### src/rtl/opm_pkg.sv
package opm_pkg;

  // Idle time in ns converted to a whole number of cycles, rounded up.
  function automatic int unsigned idle_cycles(input int unsigned idle_ns,
                                              input int unsigned period_ps);
    int unsigned span_ps;
    span_ps = idle_ns * 1000;
    return (span_ps + period_ps - 1) / period_ps;
  endfunction

  // Number of address bits left for the row once the other fields are taken.
  function automatic int unsigned row_bits(input int unsigned addr_w,
                                           input int unsigned off_w,
                                           input int unsigned run_w,
                                           input int unsigned bank_w,
                                           input int unsigned col_hi_w);
    return addr_w - off_w - run_w - bank_w - col_hi_w;
  endfunction

endpackage

### src/rtl/opm_addr_split.sv
module opm_addr_split #(
  parameter int ADDR_W     = 32,
  parameter int LINE_BYTES = 64,
  parameter int NUM_BANKS  = 8,
  parameter int RUN_LINES  = 4,
  parameter int COL_HI_W   = 5,
  localparam int OFF_W  = $clog2(LINE_BYTES),
  localparam int RUN_W  = $clog2(RUN_LINES),
  localparam int BANK_W = $clog2(NUM_BANKS),
  localparam int COL_W  = RUN_W + COL_HI_W,
  localparam int ROW_W  = ADDR_W - OFF_W - RUN_W - BANK_W - COL_HI_W
) (
  input  logic [ADDR_W-1:0] addr_i,
  output logic [BANK_W-1:0] bank_o,
  output logic [ROW_W-1:0]  row_o,
  output logic [COL_W-1:0]  col_o
);

  localparam int BANK_LSB = OFF_W + RUN_W;
  localparam int COLH_LSB = BANK_LSB + BANK_W;
  localparam int ROW_LSB  = COLH_LSB + COL_HI_W;

  function automatic logic [BANK_W-1:0] pick_bank(input logic [ADDR_W-1:0] a);
    return a[BANK_LSB +: BANK_W];
  endfunction

  function automatic logic [ROW_W-1:0] pick_row(input logic [ADDR_W-1:0] a);
    return a[ROW_LSB +: ROW_W];
  endfunction

  // Column: upper part above the bank bits, lower part is the line within a run.
  function automatic logic [COL_W-1:0] pick_col(input logic [ADDR_W-1:0] a);
    return {a[COLH_LSB +: COL_HI_W], a[OFF_W +: RUN_W]};
  endfunction

  always_comb begin
    bank_o = pick_bank(addr_i);
    row_o  = pick_row(addr_i);
    col_o  = pick_col(addr_i);
  end

endmodule

### src/rtl/opm_bank_timer.sv
module opm_bank_timer #(
  parameter int ROW_W    = 16,
  parameter int IDLE_CYC = 7,
  localparam int CNT_W   = $clog2(IDLE_CYC + 1)
) (
  input  logic             clk,
  input  logic             rst_n,
  input  logic             acc_i,
  input  logic [ROW_W-1:0] acc_row_i,
  input  logic             burst_i,
  input  logic             ack_i,
  output logic             is_open_o,
  output logic [ROW_W-1:0] open_row_o,
  output logic             pre_req_o,
  output logic             timeout_evt_o,
  output logic             close_evt_o
);

  logic             is_open_q;
  logic [ROW_W-1:0] open_row_q;
  logic [CNT_W-1:0] idle_q;
  logic             pre_req_q;
  logic             burst_evt;

  // Internal events, named for the assertions below.
  assign timeout_evt_o = is_open_q & ~acc_i & (idle_q == CNT_W'(IDLE_CYC - 1));
  assign burst_evt     = burst_i & (is_open_q | acc_i);
  assign close_evt_o   = timeout_evt_o | burst_evt;

  always_ff @(posedge clk) begin
    if (!rst_n) begin
      is_open_q  <= 1'b0;
      open_row_q <= '0;
      idle_q     <= '0;
    end else if (close_evt_o) begin
      is_open_q <= 1'b0;
      idle_q    <= '0;
    end else if (acc_i) begin
      is_open_q  <= 1'b1;
      open_row_q <= acc_row_i;
      idle_q     <= '0;
    end else if (is_open_q) begin
      idle_q <= idle_q + CNT_W'(1);
    end
  end

  // Close events set the request; acknowledge clears it unless a new close lands.
  always_ff @(posedge clk) begin
    if (!rst_n)           pre_req_q <= 1'b0;
    else if (close_evt_o) pre_req_q <= 1'b1;
    else if (ack_i)       pre_req_q <= 1'b0;
  end

  assign is_open_o  = is_open_q;
  assign open_row_o = open_row_q;
  assign pre_req_o  = pre_req_q;

  a_r4_count_bound: assert property (@(posedge clk) disable iff (!rst_n)
    is_open_q |-> (idle_q < CNT_W'(IDLE_CYC)));

  a_r4_timeout_closes: assert property (@(posedge clk) disable iff (!rst_n)
    timeout_evt_o |=> (!is_open_q && pre_req_q));

  a_r5_restart: assert property (@(posedge clk) disable iff (!rst_n)
    (acc_i && !burst_i) |=> (is_open_q && idle_q == '0));

  a_r6_burst_closes: assert property (@(posedge clk) disable iff (!rst_n)
    (burst_i && is_open_q) |=> (!is_open_q && pre_req_q));

  a_r7_burst_ignored: assert property (@(posedge clk) disable iff (!rst_n)
    (burst_i && !is_open_q && !acc_i && !pre_req_q) |=> !pre_req_q);

  a_r8_hold: assert property (@(posedge clk) disable iff (!rst_n)
    (pre_req_q && !ack_i) |=> pre_req_q);

  a_r9_merge_over_ack: assert property (@(posedge clk) disable iff (!rst_n)
    (timeout_evt_o && burst_i && ack_i) |=> (pre_req_q && !is_open_q));

endmodule

### src/rtl/openpage_mapper.sv
module openpage_mapper
  import opm_pkg::*;
#(
  parameter int ADDR_W        = 32,
  parameter int LINE_BYTES    = 64,
  parameter int NUM_BANKS     = 8,
  parameter int RUN_LINES     = 4,
  parameter int COL_HI_W      = 5,
  parameter int IDLE_NS       = 50,
  parameter int CLK_PERIOD_PS = 8000,
  localparam int OFF_W    = $clog2(LINE_BYTES),
  localparam int RUN_W    = $clog2(RUN_LINES),
  localparam int BANK_W   = $clog2(NUM_BANKS),
  localparam int COL_W    = RUN_W + COL_HI_W,
  localparam int ROW_W    = int'(row_bits(ADDR_W, OFF_W, RUN_W, BANK_W, COL_HI_W)),
  localparam int IDLE_CYC = int'(idle_cycles(IDLE_NS, CLK_PERIOD_PS))
) (
  input  logic                 clk,
  input  logic                 rst_n,
  input  logic                 req_valid,
  input  logic [ADDR_W-1:0]    req_addr,
  input  logic                 burst_done,
  input  logic [BANK_W-1:0]    burst_bank,
  input  logic [NUM_BANKS-1:0] pre_ack,
  output logic [BANK_W-1:0]    map_bank,
  output logic [ROW_W-1:0]     map_row,
  output logic [COL_W-1:0]     map_col,
  output logic                 row_hit,
  output logic [NUM_BANKS-1:0] pre_req
);

  logic [NUM_BANKS-1:0] bank_open;
  logic [ROW_W-1:0]     bank_row [NUM_BANKS];
  logic [NUM_BANKS-1:0] timeout_evt;
  logic [NUM_BANKS-1:0] close_evt;
  logic [NUM_BANKS-1:0] acc_sel;
  logic [NUM_BANKS-1:0] burst_sel;

  opm_addr_split #(
    .ADDR_W    (ADDR_W),
    .LINE_BYTES(LINE_BYTES),
    .NUM_BANKS (NUM_BANKS),
    .RUN_LINES (RUN_LINES),
    .COL_HI_W  (COL_HI_W)
  ) split_i (
    .addr_i(req_addr),
    .bank_o(map_bank),
    .row_o (map_row),
    .col_o (map_col)
  );

  for (genvar b = 0; b < NUM_BANKS; b++) begin : g_bank
    assign acc_sel[b]   = req_valid  & (map_bank   == BANK_W'(b));
    assign burst_sel[b] = burst_done & (burst_bank == BANK_W'(b));

    opm_bank_timer #(
      .ROW_W   (ROW_W),
      .IDLE_CYC(IDLE_CYC)
    ) timer_i (
      .clk          (clk),
      .rst_n        (rst_n),
      .acc_i        (acc_sel[b]),
      .acc_row_i    (map_row),
      .burst_i      (burst_sel[b]),
      .ack_i        (pre_ack[b]),
      .is_open_o    (bank_open[b]),
      .open_row_o   (bank_row[b]),
      .pre_req_o    (pre_req[b]),
      .timeout_evt_o(timeout_evt[b]),
      .close_evt_o  (close_evt[b])
    );
  end

  assign row_hit = req_valid & bank_open[map_bank] & (bank_row[map_bank] == map_row);

  // a request repeated to the same row right after being sampled is a hit.
  a_r3_repeat_hit: assert property (@(posedge clk) disable iff (!rst_n)
    ($past(req_valid) && req_valid && $past(map_bank) == map_bank &&
     $past(map_row) == map_row &&
     !($past(burst_done) && $past(burst_bank) == map_bank)) |-> row_hit);

  // no request is pending right after reset is released.
  a_r11_reset_clear: assert property (@(posedge clk) disable iff (!rst_n)
    $rose(rst_n) |-> (pre_req == '0));

  // a request only rises on a bank that saw its own close event.
  a_r10_bank_local: assert property (@(posedge clk) disable iff (!rst_n)
    ((~$past(pre_req) & pre_req) & ~$past(close_evt)) == '0);

endmodule

### config.mk
export PLATFORM = sky130hd
export DESIGN_NAME = openpage_mapper
export DESIGN_NICKNAME = d
export VERILOG_FILES = /design/src/rtl/opm_pkg.sv /design/src/rtl/opm_addr_split.sv /design/src/rtl/opm_bank_timer.sv /design/src/rtl/openpage_mapper.sv
export SDC_FILE = /design/constraint.sdc
export NUM_CORES = 1
export LEC_CHECK = 0
export BUFFER_PORTS_ARGS = -buffer_cell sky130_fd_sc_hd__buf_4
export CORE_AREA = 2 2 183 185
export DETAILED_ROUTE_END_ITERATION = 6
export DIE_AREA = 0 0 185 187
export MAX_ROUTING_LAYER = met4
export SLEW_MARGIN = 0
export SYNTH_ARGS = -nofsm -noshare
export SYNTH_HDL_FRONTEND = slang
export SYNTH_SLANG_ARGS = --single-unit
### constraint.sdc
create_clock -name clk -period 3 [get_ports clk]
set_clock_uncertainty 0.05 [all_clocks]
set_input_delay 0.3 -clock clk [delete_from_list [all_inputs] [get_ports clk]]
set_output_delay 0.3 -clock clk [all_outputs]
set_load 0.02 [all_outputs]
Word level (Yosys, flattened, before mapping) --
Index checks and enable logic that the tools add are counted.
Storage, ports and cells: bits in registers 168, output and inout port bits 35, bits of input ports 47, logic and storage cells 196
Cells by class: reduce and logical (&&, ||, !) cells 34, bitwise operators 76, equality and inequality tests 23, multiplexer cells 21, magnitude comparators 2, add/sub/neg operators 8
Operators with widths (count):
- binary-select mux 16 bit (select 3 bit) | 1
- == test 3 bit (second input constant) | 16
- AND 1 bit | 42
- 2-to-1 mux 16 bit | 2
- adder 3 x 1 -> 3 bit (second input constant) | 8
- OR reduction 3 bit | 8
- 2-to-1 mux 1 bit | 17
- inverter 1 bit | 17
- == test 16 bit | 1
- bitwise OR 1 bit | 16
- AND reduction 2 bit | 8
- nonzero test 2 bit | 8
- OR reduction 2 bit | 8
- == test 3 x 2 -> 1 bit (second input constant) | 4
- == test 3 x 1 -> 1 bit (second input constant) | 2
- zero test 3 bit | 2
- greater-or-equal comparator 4 bit (second input constant) | 1
- less-than comparator 3 x 4 -> 1 bit (second input constant) | 1
- inverter 3 -> 4 bit | 1
- binary-select mux 1 bit (select 3 bit) | 1

Logic depth before layout (Yosys ltp) --
depth in word-level cells 8, mapped depth 10, depth with buffers taken out 7

By module --
From an unflattened synthesis, not the netlist that was laid out.
Unflattened totals: cell total of the unflattened synthesis 999, area total of the unflattened synthesis 9028.7 sq um
By module, submodules not included:
- opm_bank_timer | cells each 99, area each 919.6 sq um, times used 8, seq. area each 420.4 sq um
- openpage_mapper | cells each 181, area each 1476.4 sq um, times used 1, seq. area each 0.0 sq um
- opm_addr_split | cells each 26, area each 195.2 sq um, times used 1, seq. area each 0.0 sq um

Least setup slack after synthesis --
No wires, ideal clock.
path type input-to-output, start input req_addr[8], end output row_hit, slack 0.457 ns, stages on the path 8, data required time 2.650 ns, path buffers 3, arrival time 2.193 ns, path through buf_2 > buf_2 > clkbuf_1 > mux4_2 > mux2i_1 > xor2_1 > nand4_1 > nor4_2
On the way: longest elaborated chain between the ends 6, elaborated cells between the ends (all ways) 9, classes of those cells 1 x eq/ne; 5 x mux; 3 x bitwise
Ends and longest elaborated chain:
- from (decl) | RTL line openpage_mapper.sv:21 | input logic [ADDR_W-1:0] req_addr,
- inverter 3 -> 4 bit (not written as such) | RTL line openpage_mapper.sv:74 | assign row_hit = req_valid & bank_open[map_bank] & (bank_row[map_bank] == map_row);
- binary-select mux 16 bit (select 3 bit) | RTL line openpage_mapper.sv:74
- 2-to-1 mux 16 bit (not written as such) (2 in series) | RTL line openpage_mapper.sv:74
- == test 16 bit | RTL line openpage_mapper.sv:74
- AND 1 bit * | RTL line openpage_mapper.sv:74
- to (decl) | RTL line openpage_mapper.sv:28 | output logic row_hit,
Every way passes the cells marked *; elsewhere a longest branch is shown, timed or not. The select of a mux whose other input is x is not followed.

Worst setup path in the final report --
start register g_bank[0].timer_i.open_row_q[11], end output row_hit
On the way: longest elaborated chain between the ends 5
Ends and longest elaborated chain:
- from (decl) | RTL line opm_bank_timer.sv:20 | logic [ROW_W-1:0] open_row_q;
- from (signal assigned) | RTL line opm_bank_timer.sv:40 | open_row_q <= acc_row_i;
- binary-select mux 16 bit (select 3 bit) | RTL line openpage_mapper.sv:74
- 2-to-1 mux 16 bit (not written as such) (2 in series) | RTL line openpage_mapper.sv:74
- == test 16 bit | RTL line openpage_mapper.sv:74
- AND 1 bit | RTL line openpage_mapper.sv:74
No other way between the ends. The select of a mux whose other input is x is not followed.

==> impl_metrics.tcl <==
set metrics [dict create \
    status "finished, final reports clean" \
    dpl.hpwl_mm 14.1 \
    clockBufferDepth 2 \
    clkPwrFrac 0.447 \
    die_w_um 185 \
    intPower_mw 3.68 \
    drive_gt1_frac 0.146 \
    cts_tree "done" \
    vdd.ir_drop.worst_uv 308 \
    netlist_instances 972 \
    vias_per_cell 4.52 \
    gp_congestion 0.768 \
    clk_latency_ns 0.44 \
    synthArstFlopShare 0 \
    syn_area_um2 8390 \
    avgSynthCellArea_um2 8.64 \
    rows 67 \
    syn-num-nets 1035 \
    start_util 0.255 \
    period_share 0.983 \
    detail-route-antenna-nets 0 \
    placement.io_buffers 61 \
    yosysSeqAreaShare 0.401 \
    synth_area_leader_cell "dfxtp_1" \
    vias 6483 \
    global_route.usage.total 0.134 \
    rsz0062_at_grt "true" \
    power.switching_mw 1.38 \
    worst_pin_slew_ns 0.832 \
    drv_slew 0 \
    fillers 3461 \
    yosysUniqueCellTypes 49 \
    cts_root_buf "clkbuf_16" \
    routed_wl_mm 22.1 \
    synthToLayoutAreaGrowth_pct 15.4 \
    p_leak_nw 3.49 \
    clk_pin_slew_ns 0.07 \
    grt_max_degree 83 \
    arrival_ns 2.60 \
    switching_share 0.273 \
    die_h_um 187 \
    grt_pass1_wl_mm 34.8 \
    hold_viol 0 \
    fin_cells 1435 \
    grt_pass1_vias 6206 \
    synth.most_common_cell "nand2_1" \
    pwr-share-seq 0.457 \
    powerDensity_nw_per_um2 522 \
    synth-edff-count 0 \
    antenna_cells 0 \
    cp_max_fo 2 \
    grt_overflow 0 \
    placed_cells 1403 \
    p_comb_frac 0.096 \
    endpoint_kind "primary output" \
    antenna_found_initial 0 \
    setup_violations 0 \
    design.core.area_um2 32900 \
    cts_buffers 17 \
    crit_slowest_cell "mux4_2" \
    path_cells "or2_2, mux4_2, xor2_1, o21ai_1, o211ai_1, nor4_4, buf_4" \
    critPathMaxStageDelay_ns 0.46 \
    required_ns 2.65 \
    multi_input_area_um2 4390 \
    yosys_register_bits 168 \
    num_io_pins 82 \
    yosys_warnings 0 \
    h-tree-depth 4 \
    detail_route.wl_per_cell_um 15.4 \
    drcViolationCount 0 \
    numClockSinks 168 \
    dieArea_um2 34600 \
    fmax_ghz 0.339 \
    synth_top_cells_by_area "dfxtp_1, nand2_1, a21boi_0" \
    drtPass1Iterations 5 \
    cp-start-kind "register" \
    netlist.area_leader.share 0.401 \
    hp-class "input port to register" \
    drt_iter0_markers 409 \
    power_mw 5.06 \
    seq_area_um2 3360 \
    finalNetCount 1037 \
    synthFlopType "dfxtp_1" \
    cts_hold_buffers 0 \
    slew_headroom 0.444 \
    netlist_top_cells_count "nand2_1, dfxtp_1, a21boi_0" \
    period_needed_ns 2.95 \
    path_class "register to primary output" \
    drv_cap 0 \
]
-- through the flow --
step	hold WS (ns)	utilization	cell area, µm²	setup WS, ns	setup TNS, ns
2_1_floorplan	0.384	-	8390	0.457	0
3_3_place_gp	0.394	0.276	9070	0.0307	0
3_5_place_dp	0.402	0.276	9070	0.0641	0
4_1_cts	0.0676	0.295	9680	0.0536	0
6_report	0.0763	0.295	9690	0.0507	0
5_1_grt	0.0846	0.295	9690	-0.0161	-0.0161
-- per-layer routing --
metal	share of wire	wire (µm)	global-route usage	vias to the layer above
met4	0.013	296	0.0375	0
met3	0.040	876	0.0267	20
li1	-	-	-	3218
met2	0.45	10000	0.204	120
met5	0	0	-	-
met1	0.49	11000	0.180	3125
-- final cells by class --
type | instances | share of cell area
clock buffer | 17 | 0.0439
clock inverter | 15 | 0.0187
inverter | 14 | 0.00542
multi-input combinational | 683 | 0.453
sequential | 168 | 0.347
tap | 448 | 0.0578
timing repair buffer | 90 | 0.0740
-- worst max-delay path, delay by kind of cell (launching register included) --
family / cells / cell delay, ns
xor+xnor: 1 / 0.15
flops: 1 / 0.31
simple gates: 2 / 0.68
compound gates: 2 / 0.36
mux: 1 / 0.46
buf+inv: 1 / 0.21
-- power groups by stage --
| stage | sequential (mW) | clock [mW] | combinational, mW |
|---|---|---|---|
| after floorplan | 2.35 | 0 | 0.356 |
| after global placement | 2.36 | 0 | 0.476 |
| after detailed placement | 2.36 | 0 | 0.482 |
| after CTS | 2.31 | 2.31 | 0.487 |
| after global routing | 2.32 | 2.40 | 0.528 |
| final | 2.31 | 2.26 | 0.485 |
-- flip-flops by register name, summed over array words and instances, names as in the netlist --
signal,flops
g_bank.timer_i.idle_q,24
g_bank.timer_i.is_open_o,8
g_bank.timer_i.open_row_o,128
g_bank.timer_i.pre_req_o,8
-- repair_timing --
| action | 4_1_cts | 5_1_grt |
|---|---|---|
| gates resized for setup | 2 | 3 |
| pin swaps | 1 | 0 |
| setup endpoints to repair | 1 | 1 |
| setup buffers | 0 | 0 |
| gates cloned | 0 | 0 |
-- placed cells by master (no fill, tap or decap), types with 5 or more instances in the layout --
cell	n
nand2_1	258
dfxtp_1	167
a21boi_0	114
buf_4	86
nor2_1	52
mux2i_1	49
nor2b_1	23
xnor2_1	18
clkbuf_16	17
ha_1	16
nand3_1	15
inv_1	14
nand2b_1	13
mux4_2	12
xor2_1	12
a21oi_1	12
o21ai_0	10
a211oi_1	8
mux4_1	7
o22ai_1	7
nor3b_1	7
a22oi_1	5
-- final timing paths --
path / cells after the start / to / from / slack, ns
setup / recovery: 7 / row_hit / g_bank[0].timer_i.open_row_o[11] / 0.05
hold / removal: 3 / g_bank[7].timer_i.pre_req_o / pre_ack[7] / 0.08
setup reg to reg: 6 / g_bank[2].timer_i.idle_q[1] / g_bank[2].timer_i.idle_q[0] / 1.52
hold reg to reg: 2 / g_bank[4].timer_i.open_row_o[9] / g_bank[4].timer_i.open_row_o[9] / 0.41
-- cell families after synthesis --
group | after synthesis | synth area share
AOI/OAI and AO/OA | 177 | 0.151
muxes | 72 | 0.118
DFF | 168 | 0.401
and+or+nand+nor | 388 | 0.197
adders and majority gates | 16 | 0.0238
buffers and inverters | 121 | 0.0780
xor gates and xnor gates | 30 | 0.0313
Note: power is estimated with default switching activity, not from simulation.
